==> config.mk <==
export PLATFORM = sky130hd
export DESIGN_NAME = bru_resolve
export DESIGN_NICKNAME = d
export VERILOG_FILES = /design/src/rtl/bru_pkg.sv /design/src/rtl/bru_cmp.sv /design/src/rtl/bru_decide.sv /design/src/rtl/bru_target.sv /design/src/rtl/bru_resolve.sv
export SDC_FILE = /design/constraint.sdc
export NUM_CORES = 1
export LEC_CHECK = 0
export ABC_AREA = 1
export BUFFER_PORTS_ARGS = -buffer_cell sky130_fd_sc_hd__buf_2
export CAP_MARGIN = 20
export CORE_UTILIZATION = 51
export CTS_CLUSTER_DIAMETER = 100
export DETAILED_ROUTE_END_ITERATION = 7
export PLACE_DENSITY = 0.81
export SYNTH_ARGS = -nofsm -noshare
export SYNTH_HDL_FRONTEND = slang
export SYNTH_SLANG_ARGS = --single-unit
==> constraint.sdc <==
create_clock -name clk -period 3.6 [get_ports clk]
set_input_delay 0.54 -clock clk [delete_from_list [all_inputs] [get_ports clk]]
set_output_delay 0.54 -clock clk [all_outputs]
set_load 0.05 [all_outputs]
==> src/rtl/bru_pkg.sv <==
package bru_pkg;
  typedef enum logic [2:0] {
    BR_EQ   = 3'd0,
    BR_NE   = 3'd1,
    BR_LT   = 3'd2,
    BR_GE   = 3'd3,
    BR_LTU  = 3'd4,
    BR_GEU  = 3'd5,
    JMP_DIR = 3'd6,
    JMP_IND = 3'd7
  } bru_op_e;
endpackage

==> src/rtl/bru_cmp.sv <==
// Wide compare assembled from two half-width words.
module bru_cmp #(
  parameter int W = 64
) (
  input  logic [W-1:0] a_lo,
  input  logic [W-1:0] a_hi,
  input  logic [W-1:0] b_lo,
  input  logic [W-1:0] b_hi,
  input  logic         b_zero,
  output logic         eq,
  output logic         lt,
  output logic         ltu
);
  logic [W:0] diff_lo;
  logic [W:0] diff_hi;
  logic       ovf;
  logic       eq_full, lt_full, ltu_full;

  always_comb begin
    // low half: bit W is the borrow passed upward
    diff_lo  = {1'b0, a_lo} - {1'b0, b_lo};
    diff_hi  = {1'b0, a_hi} - {1'b0, b_hi} - {{W{1'b0}}, diff_lo[W]};
    ltu_full = diff_hi[W];
    ovf      = (diff_hi[W-1] ^ a_hi[W-1]) & (a_hi[W-1] ^ b_hi[W-1]);
    lt_full  = diff_hi[W-1] ^ ovf;
    eq_full  = ~|((a_lo ^ b_lo) | (a_hi ^ b_hi));
    if (b_zero) begin
      eq  = ~|(a_lo | a_hi);
      lt  = a_hi[W-1];
      ltu = 1'b0;
    end else begin
      eq  = eq_full;
      lt  = lt_full;
      ltu = ltu_full;
    end
  end
endmodule

==> src/rtl/bru_decide.sv <==
// Selects the requested condition from the compare flags.
module bru_decide
  import bru_pkg::*;
(
  input  bru_op_e op,
  input  logic    eq,
  input  logic    lt,
  input  logic    ltu,
  output logic    take_req,
  output logic    is_jump
);
  always_comb begin
    is_jump = 1'b0;
    unique case (op)
      BR_EQ:   take_req = eq;
      BR_NE:   take_req = ~eq;
      BR_LT:   take_req = lt;
      BR_GE:   take_req = ~lt;
      BR_LTU:  take_req = ltu;
      BR_GEU:  take_req = ~ltu;
      default: begin
        take_req = 1'b1;
        is_jump  = 1'b1;
      end
    endcase
  end
endmodule

==> src/rtl/bru_target.sv <==
// Target, sequential address and alignment fault detection.
module bru_target
  import bru_pkg::*;
#(
  parameter int W = 64
) (
  input  bru_op_e      op,
  input  logic [W-1:0] pc,
  input  logic [W-1:0] imm,
  input  logic [W-1:0] base,
  input  logic         short_insn,
  input  logic         rvc_en,
  output logic [W-1:0] target,
  output logic [W-1:0] seq_pc,
  output logic         bad_align
);
  localparam logic [W-1:0] LEN_SHORT = W'(2);
  localparam logic [W-1:0] LEN_FULL  = W'(4);

  logic [W-1:0] ind_sum;

  always_comb begin
    ind_sum = base + imm;
    if (op == JMP_IND) target = {ind_sum[W-1:1], 1'b0};
    else               target = pc + imm;
    seq_pc = pc + (short_insn ? LEN_SHORT : LEN_FULL);
    if (rvc_en)              bad_align = 1'b0;
    else if (op == JMP_IND)  bad_align = target[1];
    else                     bad_align = |target[1:0];
  end
endmodule

==> src/rtl/bru_resolve.sv <==
module bru_resolve
  import bru_pkg::*;
#(
  parameter int W  = 64,
  parameter int RW = 5
) (
  input  logic          clk,
  input  logic          rst,
  input  logic          in_valid,
  input  logic [2:0]    op,
  input  logic [W-1:0]  src1_lo,
  input  logic [W-1:0]  src1_hi,
  input  logic [W-1:0]  src2_lo,
  input  logic [W-1:0]  src2_hi,
  input  logic          src2_is_x0,
  input  logic [W-1:0]  pc,
  input  logic [W-1:0]  imm,
  input  logic          short_insn,
  input  logic          rvc_en,
  input  logic [RW-1:0] rd,
  output logic          out_valid,
  output logic          taken,
  output logic [W-1:0]  next_pc,
  output logic          link_we,
  output logic [RW-1:0] link_rd,
  output logic [W-1:0]  link_val,
  output logic          misaligned
);
  bru_op_e      op_e;
  logic         eq, lt, ltu, take_req, is_jump, bad_align, fault;
  logic [W-1:0] target, seq_pc;
  bru_op_e      op_q;
  logic         rvc_q;

  assign op_e  = bru_op_e'(op);
  assign fault = take_req & bad_align;

  bru_cmp #(.W(W)) u_cmp (
    .a_lo(src1_lo), .a_hi(src1_hi), .b_lo(src2_lo), .b_hi(src2_hi),
    .b_zero(src2_is_x0), .eq(eq), .lt(lt), .ltu(ltu)
  );

  bru_decide u_dec (
    .op(op_e), .eq(eq), .lt(lt), .ltu(ltu),
    .take_req(take_req), .is_jump(is_jump)
  );

  bru_target #(.W(W)) u_tgt (
    .op(op_e), .pc(pc), .imm(imm), .base(src1_lo), .short_insn(short_insn),
    .rvc_en(rvc_en), .target(target), .seq_pc(seq_pc), .bad_align(bad_align)
  );

  always_ff @(posedge clk) begin
    if (rst) begin
      out_valid  <= 1'b0;
      taken      <= 1'b0;
      link_we    <= 1'b0;
      misaligned <= 1'b0;
      next_pc    <= '0;
      link_val   <= '0;
      link_rd    <= '0;
      op_q       <= BR_EQ;
      rvc_q      <= 1'b0;
    end else begin
      out_valid  <= in_valid;
      taken      <= in_valid & take_req & ~fault;
      misaligned <= in_valid & fault;
      link_we    <= in_valid & is_jump & (rd != '0) & ~fault;
      next_pc    <= take_req ? target : seq_pc;
      link_val   <= seq_pc;
      link_rd    <= rd;
      op_q       <= op_e;
      rvc_q      <= rvc_en;
    end
  end

  // a result follows each request by one cycle
  a_r10_valid_follows: assert property (@(posedge clk) disable iff (rst)
    in_valid |=> out_valid);
  // quiet outputs when no request was made
  a_r10_idle_quiet: assert property (@(posedge clk) disable iff (rst)
    !in_valid |=> (!out_valid && !taken && !link_we && !misaligned));
  // a faulting target neither redirects nor links
  a_r6_fault_blocks: assert property (@(posedge clk) disable iff (rst)
    misaligned |-> (!taken && !link_we));
  // without compressed support every redirect lands on a 4-byte boundary
  a_r6_aligned_redirect: assert property (@(posedge clk) disable iff (rst)
    (out_valid && taken && !rvc_q) |-> (next_pc[1:0] == 2'b00));
  // indirect targets are always even
  a_r7_even_target: assert property (@(posedge clk) disable iff (rst)
    (out_valid && taken && op_q == JMP_IND) |-> !next_pc[0]);
  // the zero register is never written
  a_r9_no_x0_write: assert property (@(posedge clk) disable iff (rst)
    link_we |-> (link_rd != '0));
  // conditional branches never link
  a_r9_branch_no_link: assert property (@(posedge clk) disable iff (rst)
    (out_valid && op_q != JMP_DIR && op_q != JMP_IND) |-> !link_we);
endmodule

Word level (Yosys, flattened, before mapping)
Index checks and enable logic that the tools add are counted.
{"block": "word_totals", "register_bits": 137, "inputBits": 398, "word_cells": 56}
{"block": "op_classes", "add_sub_neg": 6, "eq_ne": 6, "n_mux": 10, "bitwise_logic": 19, "reduce_logical": 8}
{"op": "$add A64 B64 Y64", "n": 3}
{"op": "$sub A64 B64 Y65", "n": 2}
{"op": "$mux W64", "n": 2}
{"op": "$or A64 B64 Y64", "n": 2}
{"op": "$reduce_or A64 Y1", "n": 2}
{"op": "$xor A64 B64 Y64", "n": 2}
{"op": "$sub A65 B1 Y65", "n": 1}
{"op": "$eq A3 B3 Y1 const B", "n": 3}
{"op": "$and A1 B1 Y1", "n": 8}
{"op": "$eq A3 B2 Y1 const B", "n": 2}
{"op": "$mux W1", "n": 6}
{"op": "$pmux W1 S6", "n": 1}
{"op": "$reduce_or A6 Y1", "n": 1}
{"op": "$reduce_bool A5 Y1", "n": 1}
{"op": "$not A1 Y1", "n": 4}
{"op": "$eq A3 B1 Y1 const B", "n": 1}
{"op": "$logic_not A3 Y1", "n": 1}
{"op": "$mux W3", "n": 1}
{"op": "$xor A1 B1 Y1", "n": 3}
{"op": "$logic_not A1 Y1", "n": 2}
{"op": "$reduce_or A2 Y1", "n": 1}

Longest topological paths before layout
Gate-level depths: netlist of the first run.
{"block": "logic_depth", "depth_word": 11, "mapped_depth": 35}

By module
A second synthesis of the first run with hierarchy kept.
{"block": "hier_totals", "cells_unflattened": 4523, "hier_area_um2": 24100.6}
{"module": "bru_target", "n_inst": 1, "cells_per_inst": 3042, "area_per_inst_um2": 13914.6, "seq_area_each_um2": 0.0}
{"module": "bru_cmp", "n_inst": 1, "cells_per_inst": 955, "area_per_inst_um2": 5739.3, "seq_area_each_um2": 0.0}
{"module": "bru_resolve", "n_inst": 1, "cells_per_inst": 509, "area_per_inst_um2": 4379.2, "seq_area_each_um2": 2742.6}
{"module": "bru_decide", "n_inst": 1, "cells_per_inst": 17, "area_per_inst_um2": 67.6, "seq_area_each_um2": 0.0}

Worst setup path before layout of the first run
OpenSTA, ideal clock, no wires.
{"block": "synth_path", "path_type": "input port to flip-flop", "from": "in src2_lo[41]", "to": "reg next_pc[29]", "setup_time_ns": 0.064, "arrival_ns": 3.715, "setup_slack_ns": -0.179, "stages": 32, "path_buffers": 2, "path_cell_list": "inv_1 > ha_1 > a21oi_1 > nor2_1 > a211oi_1 > o221a_2 > a21oi_1 > a211oi_1 > nand2_1 > fa_1 > ha_1 > nand2_1 > nand2_1 > nand2_1 > nand2_1 > nand2_1 > nand2_1 > nand2_1 > nand2_1 > nand2_1 > nand2_1 > nand2_1 > nand2_1 > nand2_1 > nand3_1 > nand2_1 > nand3_2 > nor2_4 > buf_6 > buf_6 > nor2_1 > nor2_1"}
{"block": "synth_between", "elab_chain_len": 9}
{"element": "from (decl)", "line_no": "bru_resolve.sv:13", "source": "input logic [W-1:0] src2_lo,"}
{"element": "$sub A64 B64 Y65", "line_no": "bru_cmp.sv:21", "source": "diff_lo = {1'b0, a_lo} - {1'b0, b_lo};"}
{"element": "$sub A65 B1 Y65", "line_no": "bru_cmp.sv:22", "source": "diff_hi = {1'b0, a_hi} - {1'b0, b_hi} - {{W{1'b0}}, diff_lo[W]};"}
{"element": "$xor A1 B1 Y1", "line_no": "bru_cmp.sv:24", "source": "ovf = (diff_hi[W-1] ^ a_hi[W-1]) & (a_hi[W-1] ^ b_hi[W-1]);"}
{"element": "$and A1 B1 Y1", "line_no": "bru_cmp.sv:24"}
{"element": "$xor A1 B1 Y1", "line_no": "bru_cmp.sv:25", "source": "lt_full = diff_hi[W-1] ^ ovf;"}
{"element": "$mux W1", "line_no": "bru_cmp.sv:27", "source": "if (b_zero) begin"}
{"element": "$not A1 Y1", "line_no": "bru_decide.sv:18", "source": "BR_GE: take_req = ~lt;"}
{"element": "$pmux W1 S6 *", "line_no": "bru_decide.sv:14", "source": "unique case (op)"}
{"element": "$mux W64 *", "line_no": "bru_resolve.sv:69", "source": "next_pc <= take_req ? target : seq_pc;"}
{"element": "to (signal assigned)", "line_no": "bru_resolve.sv:69"}
{"element": "to (decl)", "line_no": "bru_resolve.sv:23", "source": "output logic [W-1:0] next_pc,"}
Every way passes the cells marked *; elsewhere a longest branch is shown, timed or not.
A chain may end at the register's enable or synchronous reset.

Worst setup path in the final report of the first run
{"block": "layout_path", "from": "in src1_lo[41]", "to": "reg next_pc[40]"}
{"block": "layout_between", "elab_chain_len": 9}
{"element": "from (decl)", "line_no": "bru_resolve.sv:11", "source": "input logic [W-1:0] src1_lo,"}
{"element": "$sub A64 B64 Y65", "line_no": "bru_cmp.sv:21"}
{"element": "$sub A65 B1 Y65", "line_no": "bru_cmp.sv:22"}
{"element": "$xor A1 B1 Y1", "line_no": "bru_cmp.sv:24"}
{"element": "$and A1 B1 Y1", "line_no": "bru_cmp.sv:24"}
{"element": "$xor A1 B1 Y1", "line_no": "bru_cmp.sv:25"}
{"element": "$mux W1", "line_no": "bru_cmp.sv:27"}
{"element": "$not A1 Y1", "line_no": "bru_decide.sv:18"}
{"element": "$pmux W1 S6 *", "line_no": "bru_decide.sv:14"}
{"element": "$mux W64 *", "line_no": "bru_resolve.sv:69"}
Marked as above.

==> results of run 1 <==
-- worst max-delay path by stage --
stage               slack (ns)         from          end  depth (start not counted)
floorplan                -0.11  src1_lo[33]  next_pc[13]                         32
global placement         -1.14  src1_lo[33]  next_pc[54]                         34
detailed placement       -1.25  src1_lo[33]  next_pc[59]                         34
CTS                      -0.46  src1_lo[33]  next_pc[52]                         34
global route             -0.70  src2_lo[33]   next_pc[9]                         36
finish                   -0.41  src1_lo[41]  next_pc[40]                         33
-- synthesized netlist by cell type, drive strengths merged, types with 11 or more instances --
cell type / instances
nor2: 672
nor3: 62
buf: 20
nand4: 92
inv: 674
ha: 315
a21o: 27
dfxtp: 137
a21oi: 291
o21bai: 16
xnor2: 26
xor2: 67
nor4: 26
o21a: 11
nand3: 172
o21ai: 229
nand2: 844
clkbuf: 20
a31oi: 25
-- where the power goes --
| part | leakage (nW) | switching [mW] | internal [mW] |
|---|---|---|---|
| logic | 13.1 | 3.02 | 1.57 |
| registers | 1.14 | 0.0505 | 1.66 |
| clock network | 0.317 | 0.774 | 1.19 |
| total | 14.6 | 3.85 | 4.42 |
-- metrics by stage --
step	setup WS, ns	hold slack [ns]
after floorplan	-0.110	0.647
after global placement	-1.14	0.758
after detailed placement	-1.25	0.762
after CTS	-0.463	0.321
after global routing	-0.701	0.337
final	-0.411	0.317
-- flip-flops by register name, indices dropped and copies added, names as in the netlist --
name	count
link_val	64
next_pc	64
link_rd	5
link_we	1
misaligned	1
out_valid	1
taken	1
-- timing repair --
item / in CTS / in global routing
pin swaps: 6 / 11
cloned: 1 / 1
setup endpoints to repair: 67 / 67
resized for setup: 31 / 39
buffers inserted: 4 / 2
-- area by class of cell --
cell class	instances	area share [%]
inverters	674	9.24
flip-flops and latches	137	10.0
diodes	13	0.119
clock buffers	17	1.55
repair buffers	735	15.8
multi-input cells	2941	59.9
clock inverters	15	0.822
well taps	539	2.46
-- routing by layer --
metal / vias to the layer above / share of wire, %
met5: - / 0.016
met4: 2 / 5.5
met3: 299 / 11
met2: 1611 / 43
met1: 12700 / 40
li1: 13800 / -
-- kinds of logic after synthesis --
kind of cell | share of synthesized area [%]
compound gates | 15.9
xor+xnor | 3.77
fa+ha+maj | 18.6
buf+inv | 12.6
flops | 12.7
mux | 0.0464
simple gates | 36.4
==> impl_metrics.sql, run 1 <==
INSERT INTO impl_metrics (metric_group, metric, value, unit) VALUES
('yosys', 'synth_seq_cells', '137', ''),
('sta', 'setup_viol_count_final', '67', ''),
('sta', 'timing.final.crit_share', '111', '%'),
('layout', 'filler_cell_count', '4078', ''),
('layout', 'most_common_cell_after_layout_fill_and_taps_aside', 'nand2_1', ''),
('layout', 'syn_to_final_growth', '26.8', '%'),
('yosys', 'netlist-cell-type-count', '50', ''),
('yosys', 'synth-edff-count', '0', ''),
('power', 'p_total', '8.26', 'mW'),
('worst_setup_path', 'crit_slowest_cell', 'fa_2', ''),
('worst_setup_path', 'path_common_cell', 'nand2_1', ''),
('worst_setup_path', 'crit_required', '3.92', 'ns'),
('yosys', 'synth_nets', '4509', ''),
('worst_setup_path', 'timing.critical_path.fanout_max', '9', ''),
('route', 'antenna_left', '0', ''),
('power', 'power.leakage', '14.6', 'nW'),
('hold_path', 'min_path_cells', '3', ''),
('hold_path', 'worst_hold_path.endpoint', 'link_rd[3]', ''),
('route', 'detail_route.first_pass.iterations', '6', ''),
('layout', 'layout-drive-gt1-share', '18.9', '%'),
('yosys', 'post_synth_instance_area', '21600', 'sq um'),
('sta', 'max_freq', '249', 'MHz'),
('layout', 'post_layout_nonfiller_instances', '5071', ''),
('yosys', 'synth_top_area_share', '18.3', '%'),
('route', 'drt_first_iter_violations', '2926', ''),
('route', 'postRouteWirelength', '97900', 'microns'),
('floorplan', 'die_ar', '43200', 'sq um'),
('sta', 'tightestPinTransition', '1.14', 'ns'),
('place', 'last_weighted_congestion_value_of_the_routability_driven_placer', '1.05', ''),
('route', 'total_via_count_in_the_routed_design', '28300', ''),
('global_routing', 'grt_first_pass_wirelength', '145000', 'microns'),
('yosys', 'synth_async_sr_flop_share', '0', '%'),
('power', 'power_per_cell_area', '302', 'nW/um^2'),
('sta', 'final-max-slew-violation-count', '0', ''),
('worst_setup_path', 'cp_slowest_stage_delay', '0.36', 'ns'),
('floorplan', 'fp.dieW', '208', 'microns'),
('global_routing', 'grt.busiest_layer', 'met2', ''),
('sta', 'layout_setup_ws', '-0.411', 'ns'),
('yosys', 'synth_area_leader_cell', 'ha_1', ''),
('worst_setup_path', 'critPathTopFamily', 'simple AND/OR/NAND/NOR gates', ''),
('outcome', 'outcome', 'complete, but fails checks', ''),
('layout', 'multiInputGateArea', '16400', 'sq um'),
('route', 'post-route-drc-count', '0', ''),
('clock_tree', 'hold_fix_buffer_count_after_cts', '0', ''),
('sta', 'finalHoldViolations', '0', ''),
('global_routing', 'largest_net_degree_at_the_start_of_global_routing', '79', ''),
('clock_tree', 'cts_max_path_buffers', '2', ''),
('clock_tree', 'cts_max_level', '4', ''),
('yosys', 'yosys_warns', '0', ''),
('place', 'buffer_ports.inserted', '534', ''),
('floorplan', 'coreArea', '41900', 'sq um'),
('floorplan', 'std_cell_rows', '75', ''),
('layout', 'final_util', '65.4', '%'),
('worst_setup_path', 'critical_path_arrival', '4.34', 'ns'),
('layout', 'final_area', '27400', 'sq um'),
('global_routing', 'met1_track_demand_over_resource', '55.9', '%'),
('sta', 'slew_hr', '24.0', '%'),
('layout', 'final-seq-area', '2740', 'sq um'),
('sta', 'rsz0062_at_grt', 'yes', ''),
('route', 'vias_per_cell', '5.59', ''),
('floorplan', 'initial_utilization', '51.6', '%'),
('global_routing', 'via_count_of_the_first_global_routing_pass', '26700', ''),
('outcome', 'failed_checks', 'negative setup slack', ''),
('yosys', 'sequential_area_share_after_synthesis', '12.7', '%'),
('place', 'placed_area', '26300', 'sq um'),
('yosys', 'syn_inst', '3792', ''),
('place', 'detailedPlacementHpwl', '84100', 'microns'),
('worst_setup_path', 'worst-setup-path-type', 'input pin to register', ''),
('hold_path', 'holdCritStartpoint', 'rd[3]', ''),
('worst_setup_path', 'critPathBufInv', '3', ''),
('global_routing', 'antenna_found_initial', '13', '');
No activity file was read; power rests on OpenSTA's default activity.
==> inputs of run 2 (changes only) <==
--- a/config.mk
+++ b/config.mk
@@ -11,6 +11,7 @@
 export CORE_UTILIZATION = 51
 export CTS_CLUSTER_DIAMETER = 100
 export DETAILED_ROUTE_END_ITERATION = 7
+export GPL_TIMING_DRIVEN = 0
 export PLACE_DENSITY = 0.81
 export SYNTH_ARGS = -nofsm -noshare
 export SYNTH_HDL_FRONTEND = slang
==> run 2 against run 1 <==
Against the previous run:
- the flow still finishes with violations (negative setup slack)
- clock-buffer cell count unchanged
- first-iteration DRC count decreased by 7.5%
- routed wire length is 0.96% higher
- largest cell class unchanged
==> impl_metrics.sql, run 2 (synthesis results as in run 1) <==
INSERT INTO impl_metrics (metric_group, metric, value, unit) VALUES
('outcome', 'outcome', 'complete, but fails checks', ''),
('outcome', 'failed_checks', 'negative setup slack', ''),
('route', 'antenna_left', '0', ''),
('power', 'pwr-share-seq', '21.0', '%'),
('route', 'postRouteWirelength', '98800', 'microns'),
('place', 'buffer_ports.inserted', '533', ''),
('layout', 'filler_cell_count', '4016', ''),
('worst_setup_path', 'worstSetupEndpointType', 'register', ''),
('route', 'vias_per_cell', '5.65', ''),
('sta', 'finalHoldViolations', '0', ''),
('floorplan', 'std_cell_rows', '75', ''),
('worst_setup_path', 'crit_slowest_cell', 'fa_2', ''),
('power', 'netSwitchingPower', '3.96', 'mW'),
('place', 'dp.cells', '4865', ''),
('sta', 'layout_min_cycle_time', '4.34', 'ns'),
('clock_tree', 'cts-root-buf', 'clkbuf_16', ''),
('clock_tree', 'tritoncts.num_buffers', '17', ''),
('sta', 'setup_viol_count_final', '67', ''),
('power', 'share_comb_of_total_power', '56.7', '%'),
('floorplan', 'fp.dieH', '208', 'microns'),
('power', 'p_int', '4.17', 'mW'),
('power', 'irDropWorstVdd', '0.649', 'mV'),
('global_routing', 'track_usage', '43.6', '%'),
('power', 'power.switching_fraction', '48.7', '%'),
('clock_tree', 'clk_pin_slew', '0.07', 'ns'),
('floorplan', 'floorplan.io_pins', '535', ''),
('global_routing', 'globalRoute.totalOverflow', '0', ''),
('place', 'pre_cts_slack', '-1.98', 'ns'),
('power', 'power_per_cell_area', '302', 'nW/um^2'),
('worst_setup_path', 'crit_required', '3.93', 'ns'),
('floorplan', 'coreArea', '41900', 'sq um'),
('clock_tree', 'cts_max_level', '4', ''),
('worst_setup_path', 'timing.critical_path.fanout_max', '6', ''),
('power', 'p_total', '8.12', 'mW'),
('sta', 'final-max-slew-violation-count', '0', ''),
('sta', 'tightestPinTransition', '1.16', 'ns'),
('sta', 'layout_setup_ws', '-0.742', 'ns'),
('floorplan', 'initial_utilization', '51.6', '%'),
('layout', 'most_common_cell_after_layout_fill_and_taps_aside', 'nand2_1', ''),
('route', 'detail_route.first_pass.iterations', '7', ''),
('layout', 'layout-drive-gt1-share', '17.8', '%'),
('sta', 'max_freq', '230', 'MHz'),
('clock_tree', 'clock_sink_count', '137', ''),
('worst_setup_path', 'critPathTopFamily', 'simple AND/OR/NAND/NOR gates', ''),
('hold_path', 'hold_class', 'input pin to register', ''),
('worst_setup_path', 'critical_path_arrival', '4.67', 'ns'),
('power', 'power.leakage', '13.9', 'nW'),
('global_routing', 'via_count_of_the_first_global_routing_pass', '26100', ''),
('floorplan', 'fp.dieW', '208', 'microns'),
('route', 'final_routed_wire_length_divided_by_cell_count', '20.0', 'microns'),
('power', 'power_frac_clock', '22.4', '%'),
('worst_setup_path', 'critPathBufInv', '4', ''),
('worst_setup_path', 'setup.worst_path.start_class', 'input pin', ''),
('sta', 'timing.final.crit_share', '121', '%'),
('global_routing', 'grt_first_pass_wirelength', '145000', 'microns'),
('clock_tree', 'tritoncts_clock_tree', 'done', ''),
('clock_tree', 'cts_max_path_buffers', '2', ''),
('route', 'drt_first_iter_violations', '2708', ''),
('worst_setup_path', 'cp_slowest_stage_delay', '0.38', 'ns'),
('global_routing', 'largest_net_degree_at_the_start_of_global_routing', '17', ''),
('layout', 'final_util', '64.3', '%'),
('run', 'cap_violations', '0', ''),
('global_routing', 'antenna_found_initial', '11', ''),
('clock_tree', 'hold_fix_buffer_count_after_cts', '0', ''),
('floorplan', 'die_ar', '43200', 'sq um'),
('place', 'detailedPlacementHpwl', '83800', 'microns'),
('sta', 'slew_hr', '22.0', '%'),
('route', 'post-route-drc-count', '0', ''),
('route', 'total_via_count_in_the_routed_design', '27800', ''),
('place', 'last_weighted_congestion_value_of_the_routability_driven_placer', '1.03', ''),
('layout', 'fin_nets', '5085', ''),
('worst_setup_path', 'worst-setup-path-type', 'input pin to register', ''),
('layout', 'post_layout_nonfiller_instances', '4931', ''),
('layout', 'syn_to_final_growth', '24.5', '%'),
('layout', 'final_cell_mix', 'nand2_1, inv_1, nor2_1, buf_2, ha_1', ''),
('layout', 'reg_top3', 'link_val (64), next_pc (64), link_rd (5)', ''),
('sta', 'rsz0062_at_grt', 'yes', '');
## run 2: cell count changes in the layout (fill, tap and decap cells not counted), moves of 6 or more
cell	change
nor2_2	+19
nor2_4	+11
nand2_1	-41
clkbuf_1	+20
nand2_2	+26
buf_1	+6
buf_2	-9
nor2_1	-30
nand2_4	+15
buf_4	-173
ha_4	+13
ha_1	-13
## run 2: final cells by class
class,count,area [sq um],share of cell area [%]
Antenna cell,11,27.5,0.102
Inverter,674,2530,9.43
Multi-Input combinational cell,2941,16900,62.9
Tap cell,539,674,2.51
Timing Repair Buffer,558,3110,11.6
Clock buffer,17,425,1.58
Clock inverter,15,175,0.651
Buffer,39,285,1.06
Sequential cell,137,2740,10.2
## run 2: final timing paths
check                       start     endpoint  cells past startpoint  slack (ns)
worst max-delay path  src1_lo[41]  next_pc[62]                     34       -0.74
worst min-delay path        rd[2]   link_rd[2]                      3        0.32
## run 2: timing repair
action                     in CTS  in global routing
gates resized for setup       100                124
pin swaps                      32                 42
setup buffers                  12                  2
setup endpoints to repair      67                 67
gates cloned                    5                  4
## run 2: worst min-delay path, cell delays in order
cell and delay (ns):
buf_2 0.08, inv_1 0.04, nor2_1 0.07
## run 2: per-stage QoR
stage | setup TNS [ns] | hold slack (ns) | cell area [sq um]
detailed placement | -124.60 | 0.769 | 25000
global route | -66.39 | 0.341 | 26900
CTS | -41.16 | 0.316 | 26300
global placement | -126.59 | 0.755 | 25000
floorplan | -6.46 | 0.647 | 21700
finish | -44.80 | 0.324 | 26900
## run 2: power groups by stage
stage	combinational [mW]	sequential, mW	clock [mW]
6_report	4.60	1.70	1.82
5_1_grt	4.95	1.71	1.88
4_1_cts	4.31	1.70	1.82
3_5_place_dp	4.09	1.73	0
3_3_place_gp	4.07	1.73	0
2_1_floorplan	2.22	2.24	0
## run 2: per-layer routing
metal	track usage (%)	vias to the layer above	wire length, microns	part of all wire (%)
li1	-	13500	-	-
met1	55.0	12500	39500	40
met4	21.3	2	5170	5.2
met2	72.2	1536	44100	45
met5	0	-	12	0.012
met3	6.81	289	10100	10
